<file path="src/rtl/cs_pkg.sv">
package cs_pkg;

  typedef enum logic {
    CS_MODE_AUTO   = 1'b0,
    CS_MODE_MANUAL = 1'b1
  } cs_mode_e;

endpackage

</file>
<file path="src/rtl/cs_index_decode.sv">
module cs_index_decode #(
  parameter int NUM_CS = 4,
  parameter int IDX_W  = 2
) (
  input  logic [IDX_W-1:0]  index_i,
  output logic [NUM_CS-1:0] sel_o
);

  // Out-of-range codes (possible when NUM_CS is not a power of two)
  // select nothing, so every line stays idle.
  always_comb begin
    sel_o = '0;
    for (int k = 0; k < NUM_CS; k++) begin
      if (index_i == IDX_W'(k)) sel_o[k] = 1'b1;
    end
  end

  always_comb begin
    a_sel_onehot_r2: assert ($onehot0(sel_o) || $isunknown(index_i))
      else $error("decoder selected more than one line");
  end

endmodule

</file>
<file path="src/rtl/cs_burst_tracker.sv">
module cs_burst_tracker (
  input  logic clk,
  input  logic rst,
  input  logic start_i,
  input  logic done_i,
  output logic busy_next_o
);

  logic busy_q;

  // A start pulse overrides a simultaneous done pulse.
  assign busy_next_o = start_i | (busy_q & ~done_i);

  always_ff @(posedge clk) begin
    if (rst) busy_q <= 1'b0;
    else     busy_q <= busy_next_o;
  end

  p_start_wins_r6: assert property (@(posedge clk) disable iff (rst)
    start_i |=> busy_q)
    else $error("burst not open after start");

  p_done_closes_r6: assert property (@(posedge clk) disable iff (rst)
    (done_i && !start_i) |=> !busy_q)
    else $error("burst still open after done");

  p_idle_holds_r1: assert property (@(posedge clk) disable iff (rst)
    (!busy_q && !start_i) |=> !busy_q)
    else $error("burst opened without a start pulse");

endmodule

</file>
<file path="src/rtl/cs_line_driver.sv">
module cs_line_driver
  import cs_pkg::*;
#(
  parameter logic RESET_LEVEL = 1'b1
) (
  input  logic     clk,
  input  logic     rst,
  input  logic     selected_i,
  input  cs_mode_e mode_i,
  input  logic     manual_level_i,
  input  logic     active_low_i,
  input  logic     burst_i,
  output logic     pin_o
);

  logic pin_d;

  always_comb begin
    if (!selected_i)                 pin_d = active_low_i;
    else if (mode_i == CS_MODE_MANUAL) pin_d = manual_level_i;
    else if (burst_i)                pin_d = ~active_low_i;
    else                             pin_d = active_low_i;
  end

  always_ff @(posedge clk) begin
    if (rst) pin_o <= RESET_LEVEL;
    else     pin_o <= pin_d;
  end

  p_unsel_idle_r4: assert property (@(posedge clk) disable iff (rst)
    !selected_i |=> pin_o == $past(active_low_i))
    else $error("unselected line not at idle level");

  p_manual_raw_r3: assert property (@(posedge clk) disable iff (rst)
    (selected_i && mode_i == CS_MODE_MANUAL) |=> pin_o == $past(manual_level_i))
    else $error("manual level not driven");

  p_auto_active_r5: assert property (@(posedge clk) disable iff (rst)
    (selected_i && mode_i == CS_MODE_AUTO && burst_i) |=> pin_o != $past(active_low_i))
    else $error("selected line not active during burst");

  p_auto_quiet_r6: assert property (@(posedge clk) disable iff (rst)
    (selected_i && mode_i == CS_MODE_AUTO && !burst_i) |=> pin_o == $past(active_low_i))
    else $error("selected line active outside burst");

endmodule

</file>
<file path="src/rtl/spi_cs_ctrl.sv">
module spi_cs_ctrl
  import cs_pkg::*;
#(
  parameter int   NUM_CS      = 4,
  parameter logic RESET_LEVEL = 1'b1,
  localparam int  IDX_W       = (NUM_CS > 1) ? $clog2(NUM_CS) : 1
) (
  input  logic              clk,
  input  logic              rst,
  input  logic [IDX_W-1:0]  cs_index,
  input  logic              manual_en,
  input  logic              manual_level,
  input  logic              active_low,
  input  logic              burst_start,
  input  logic              burst_done,
  output logic [NUM_CS-1:0] cs_o
);

  logic [NUM_CS-1:0] sel;
  logic              busy_next;
  cs_mode_e          mode;

  assign mode = manual_en ? CS_MODE_MANUAL : CS_MODE_AUTO;

  cs_index_decode #(
    .NUM_CS (NUM_CS),
    .IDX_W  (IDX_W)
  ) u_decode (
    .index_i (cs_index),
    .sel_o   (sel)
  );

  cs_burst_tracker u_burst (
    .clk         (clk),
    .rst         (rst),
    .start_i     (burst_start),
    .done_i      (burst_done),
    .busy_next_o (busy_next)
  );

  for (genvar g = 0; g < NUM_CS; g++) begin : g_line
    cs_line_driver #(
      .RESET_LEVEL (RESET_LEVEL)
    ) u_line (
      .clk            (clk),
      .rst            (rst),
      .selected_i     (sel[g]),
      .mode_i         (mode),
      .manual_level_i (manual_level),
      .active_low_i   (active_low),
      .burst_i        (busy_next),
      .pin_o          (cs_o[g])
    );
  end

  p_reset_level_r1: assert property (@(posedge clk)
    rst |=> cs_o == {NUM_CS{RESET_LEVEL}})
    else $error("pins not at reset level");

  p_single_active_r8: assert property (@(posedge clk) disable iff (rst)
    1'b1 |=> $countones(cs_o ^ {NUM_CS{$past(active_low)}}) <= 1)
    else $error("more than one line away from idle");

  p_index_follow_r2: assert property (@(posedge clk) disable iff (rst)
    (manual_en && (int'(cs_index) < NUM_CS))
      |=> cs_o[$past(cs_index)] == $past(manual_level))
    else $error("indexed line did not follow");

endmodule

</file>
<file path="config.mk">
export PLATFORM = sky130hd
export DESIGN_NAME = spi_cs_ctrl
export DESIGN_NICKNAME = d
export VERILOG_FILES = /design/src/rtl/cs_pkg.sv /design/src/rtl/cs_index_decode.sv /design/src/rtl/cs_burst_tracker.sv /design/src/rtl/cs_line_driver.sv /design/src/rtl/spi_cs_ctrl.sv
export SDC_FILE = /design/constraint.sdc
export NUM_CORES = 1
export LEC_CHECK = 0
export ABC_AREA = 0
export BUFFER_PORTS_ARGS = -buffer_cell sky130_fd_sc_hd__buf_2
export CORE_AREA = 2 2 39 41
export DETAILED_ROUTE_END_ITERATION = 10
export DIE_AREA = 0 0 41 43
export PLACE_DENSITY = 0.45
export RECOVER_POWER = 50
export SYNTH_ARGS = -nofsm -noshare
export SYNTH_HDL_FRONTEND = slang
export SYNTH_SLANG_ARGS = --single-unit
</file>
<file path="constraint.sdc">
create_clock -name clk -period 1.3 [get_ports clk]
set_clock_uncertainty 0.2 [all_clocks]
set_input_delay 0 -clock clk [delete_from_list [all_inputs] [get_ports clk]]
set_output_delay 0 -clock clk [all_outputs]
set_load 0.02 [all_outputs]
</file>
==> run_results.csv <==
group,metric,value,unit
synthesis,synth_ff_type,"dfxtp_1",
synthesis,netlist_top_cells_count,"dfxtp_1 (5), buf_4 (4), inv_1 (4), mux2i_1 (4), o31ai_1 (4)",
floorplan,fp.dieW,41,microns
power_and_ir_drop,p_per_area,878,nW/um^2
timing,tightest_slew,0.321,ns
placed_design,gp_congestion,0.781,
synthesis,synth_compound_area_share,22.3,%
global_route,grt_pass1_wl,1080,microns
floorplan,core,1380,sq um
synthesis,syn_nets,43,
placed_design,portBuffers,12,
timing,setup_viol,0,
synthesis,synth_top_family_by_area,"compound AO/OA/AOI/OAI gates",
cts,cts_buffer_depth,2,
floorplan,row_count,14,
timing,whs,-0.0805,ns
global_route,grt_usage,9.53,%
worst_setup_path,start_kind,"primary input",
timing,timing.fmax,788,MHz
detailed_routing,wl_per_cell,10.3,microns
global_route,grt_max_degree,8,
synthesis,synth-adder-area-share,0,%
power_and_ir_drop,combPwrFrac,26.0,%
synthesis,syn_area,314,sq um
power_and_ir_drop,power.internal,0.339,mW
cells_and_area,fill_cells,138,
worst_setup_path,cp_max_fo,7,
detailed_routing,wirelength,703,microns
worst_setup_path,cp_slowest_stage_delay,0.55,ns
floorplan,ios,13,
worst_setup_path,crit_path_top_delay_cell,"dlygate4sd3_1",
synthesis,avgSynthCellArea,9.24,sq um
cells_and_area,layout-drive-gt1-share,46.2,%
cts,insertion_delay,0.24,ns
cts,hold_buffers,5,
floorplan,die_area,1760,sq um
worst_setup_path,crit_type,"primary input to flip-flop",
global_route,grt-ovfl-total,0,
detailed_routing,vias_per_cell,4.59,
detailed_routing,drt_iter0_drc,2,
power_and_ir_drop,peakVddDrop,0.000313,V
power_and_ir_drop,p_leak,0.225,nW
detailed_routing,drcViolationCount,0,
detailed_routing,vias,312,
floorplan,start_util,22.7,%
synthesis,synth_top_cell_by_area,"dfxtp_1",
global_route,grt_pass1_vias,283,
run_status,violations,"hold timing",
detailed_routing,ant_nets,0,
run_status,status,"complete, but fails checks",
synthesis,yosysWarnings,0,
cells_and_area,nNetsFinal,62,
power_and_ir_drop,power,0.468,mW
cts,clkTransAtPathRegs,0.04,ns
timing,finalCritPeriodShare,97.6,%
power_and_ir_drop,power_switching,0.129,mW
power_and_ir_drop,seqPwrFrac,36.3,%
floorplan,die_y,43,microns
synthesis,ys_types,15,
cells_and_area,diodes,0,
timing,report.final.slew_viol_count,0,
synthesis,async_flop_share,0,%
cts,cts_tree,"built",
worst_setup_path,crit_arrival,1.19,ns
job,drv_cap,0,
synthesis,synthMuxAreaShare,12.7,%
global_route,antenna_found_initial,0,
synthesis,ys_top_cells_by_area,"dfxtp_1 (32%), mux2i_1 (13%), buf_4 (9.6%)",
worst_setup_path,crit_required,1.23,ns
synthesis,ys_ff_latch,5,
synthesis,synth_xor_area_share,0,%
power_and_ir_drop,power_switching_share,27.5,%
cells_and_area,area_delta_synth_final,69.7,%
cts,cts_buffers,3,
timing,relSlewSlack,78.6,%
timing,tns,0,ns
cts,htreeDepth,1,
timing,period_needed,1.27,ns
synthesis,yosysTopAreaCellShare,31.9,%
synthesis,synth_edf_count,0,
synthesis,synth.most_common_cell,"dfxtp_1",
synthesis,syn_inst,34,
worst_setup_path,crit_chain,"dlygate4sd3_1 > buf_6 > and2b_1 > mux2i_2 > o31ai_2",
cts,cts_sinks,5,
cts,cts_root_buf,"clkbuf_4",
synthesis,ys_seq_area_share,31.9,%
detailed_routing,drt-pass1-iter-count,2,
worst_setup_path,critPathCaptureType,"flip-flop",
min_path,min_path_type,"primary input to flip-flop",
power_and_ir_drop,clkPwrFrac,37.8,%
timing,hold_violations,1,
synthesis,synth_simple_gate_area_share,18.7,%
==> layout make-up <==
class	count	area, sq um	area share, %
well taps	16	20.0	3.76
clock buffers	4	26.3	4.93
repair buffers	18	134	25.1
flip-flops and latches	5	101	19.0
inverters	4	18.8	3.52
multi-input cells	21	233	43.7
==> stage by stage <==
stage	hold WS (ns)	utilization, %	area (sq um)	instances	worst slack, ns
floorplan	-0.131	-	314	34	0.0954
global placement	-0.0301	26.9	372	59	-0.0358
detailed placement	-0.0241	26.9	372	59	0.0105
CTS	-0.0479	32.4	448	68	0.000920
global route	-0.0632	38.5	533	68	-0.0111
finish	-0.0805	38.5	533	68	0.0317
==> per-layer routing <==
layer / vias up / GRT usage (%) / wire length, microns
li1: 160 / - / -
met1: 139 / 11.2 / 276
met2: 11 / 12.2 / 357
met3: 2 / 3.14 / 52
met4: 0 / 10.0 / 17
met5: - / 0 / 0
==> worst paths after layout <==
| kind | slack, ns | cells after the start | from | end |
|---|---|---|---|---|
| worst max register to register | 0.05 | 4 | u_burst.busy_q$_SDFF_PP0_ | g_line[0].u_line.pin_o$_SDFF_PP1_ |
| worst min-delay path | -0.08 | 3 | burst_done | u_burst.busy_q$_SDFF_PP0_ |
| worst min register to register | 0.35 | 2 | u_burst.busy_q$_SDFF_PP0_ | u_burst.busy_q$_SDFF_PP0_ |
| worst max-delay path | 0.03 | 5 | cs_index[1] | g_line[1].u_line.pin_o$_SDFF_PP1_ |
==> power groups by stage <==
| stage | combinational, mW | sequential [mW] | clock (mW) |
|---|---|---|---|
| 5_1_grt | 0.132 | 0.170 | 0.199 |
| 4_1_cts | 0.0946 | 0.168 | 0.184 |
| 2_1_floorplan | 0.0603 | 0.170 | 0 |
| 3_5_place_dp | 0.0829 | 0.171 | 0 |
| 3_3_place_gp | 0.0841 | 0.170 | 0 |
| 6_report | 0.122 | 0.170 | 0.177 |
==> state kept, by name, summed over array words and instances, names as in the netlist <==
signal,cells
g_line.u_line.pin_o,4
u_burst.busy_q,1
==> what timing repair did <==
| item | 4_1_cts | 5_1_grt |
|---|---|---|
| setup endpoints to repair | 0 | 4 |
| hold endpoints to repair | 5 | 1 |
| setup buffers | 0 | 1 |
| resized for setup | 0 | 20 |
==> worst max-delay path, delay by kind of cell <==
kind                   cells  cell delay (ns)
buffers and inverters      2             0.69
multiplexers               1             0.22
AND/OR/NAND/NOR            1             0.21
AO/OA/AOI/OAI              1             0.07
==> cell usage in the layout, fill, tap and decap left out, drive strengths merged <==
cell / n
dlygate4sd3: 3
and2b: 2
buf: 10
clkbuf: 7
nor2: 1
a21oi: 1
nand2b: 3
a211oi: 1
o31ai: 4
a2111oi: 3
dfxtp: 5
nand2: 1
dlymetal6s4s: 2
inv: 3
mux2i: 4
nor4b: 1
clkinvlp: 1
==> cells by family after synthesis <==
group | count (synthesis)
AO/OA/AOI/OAI | 9
buffers and inverters | 8
multiplexers | 4
AND/OR/NAND/NOR | 8
flip-flops | 5
Note: power is estimated with default switching activity, not from simulation.
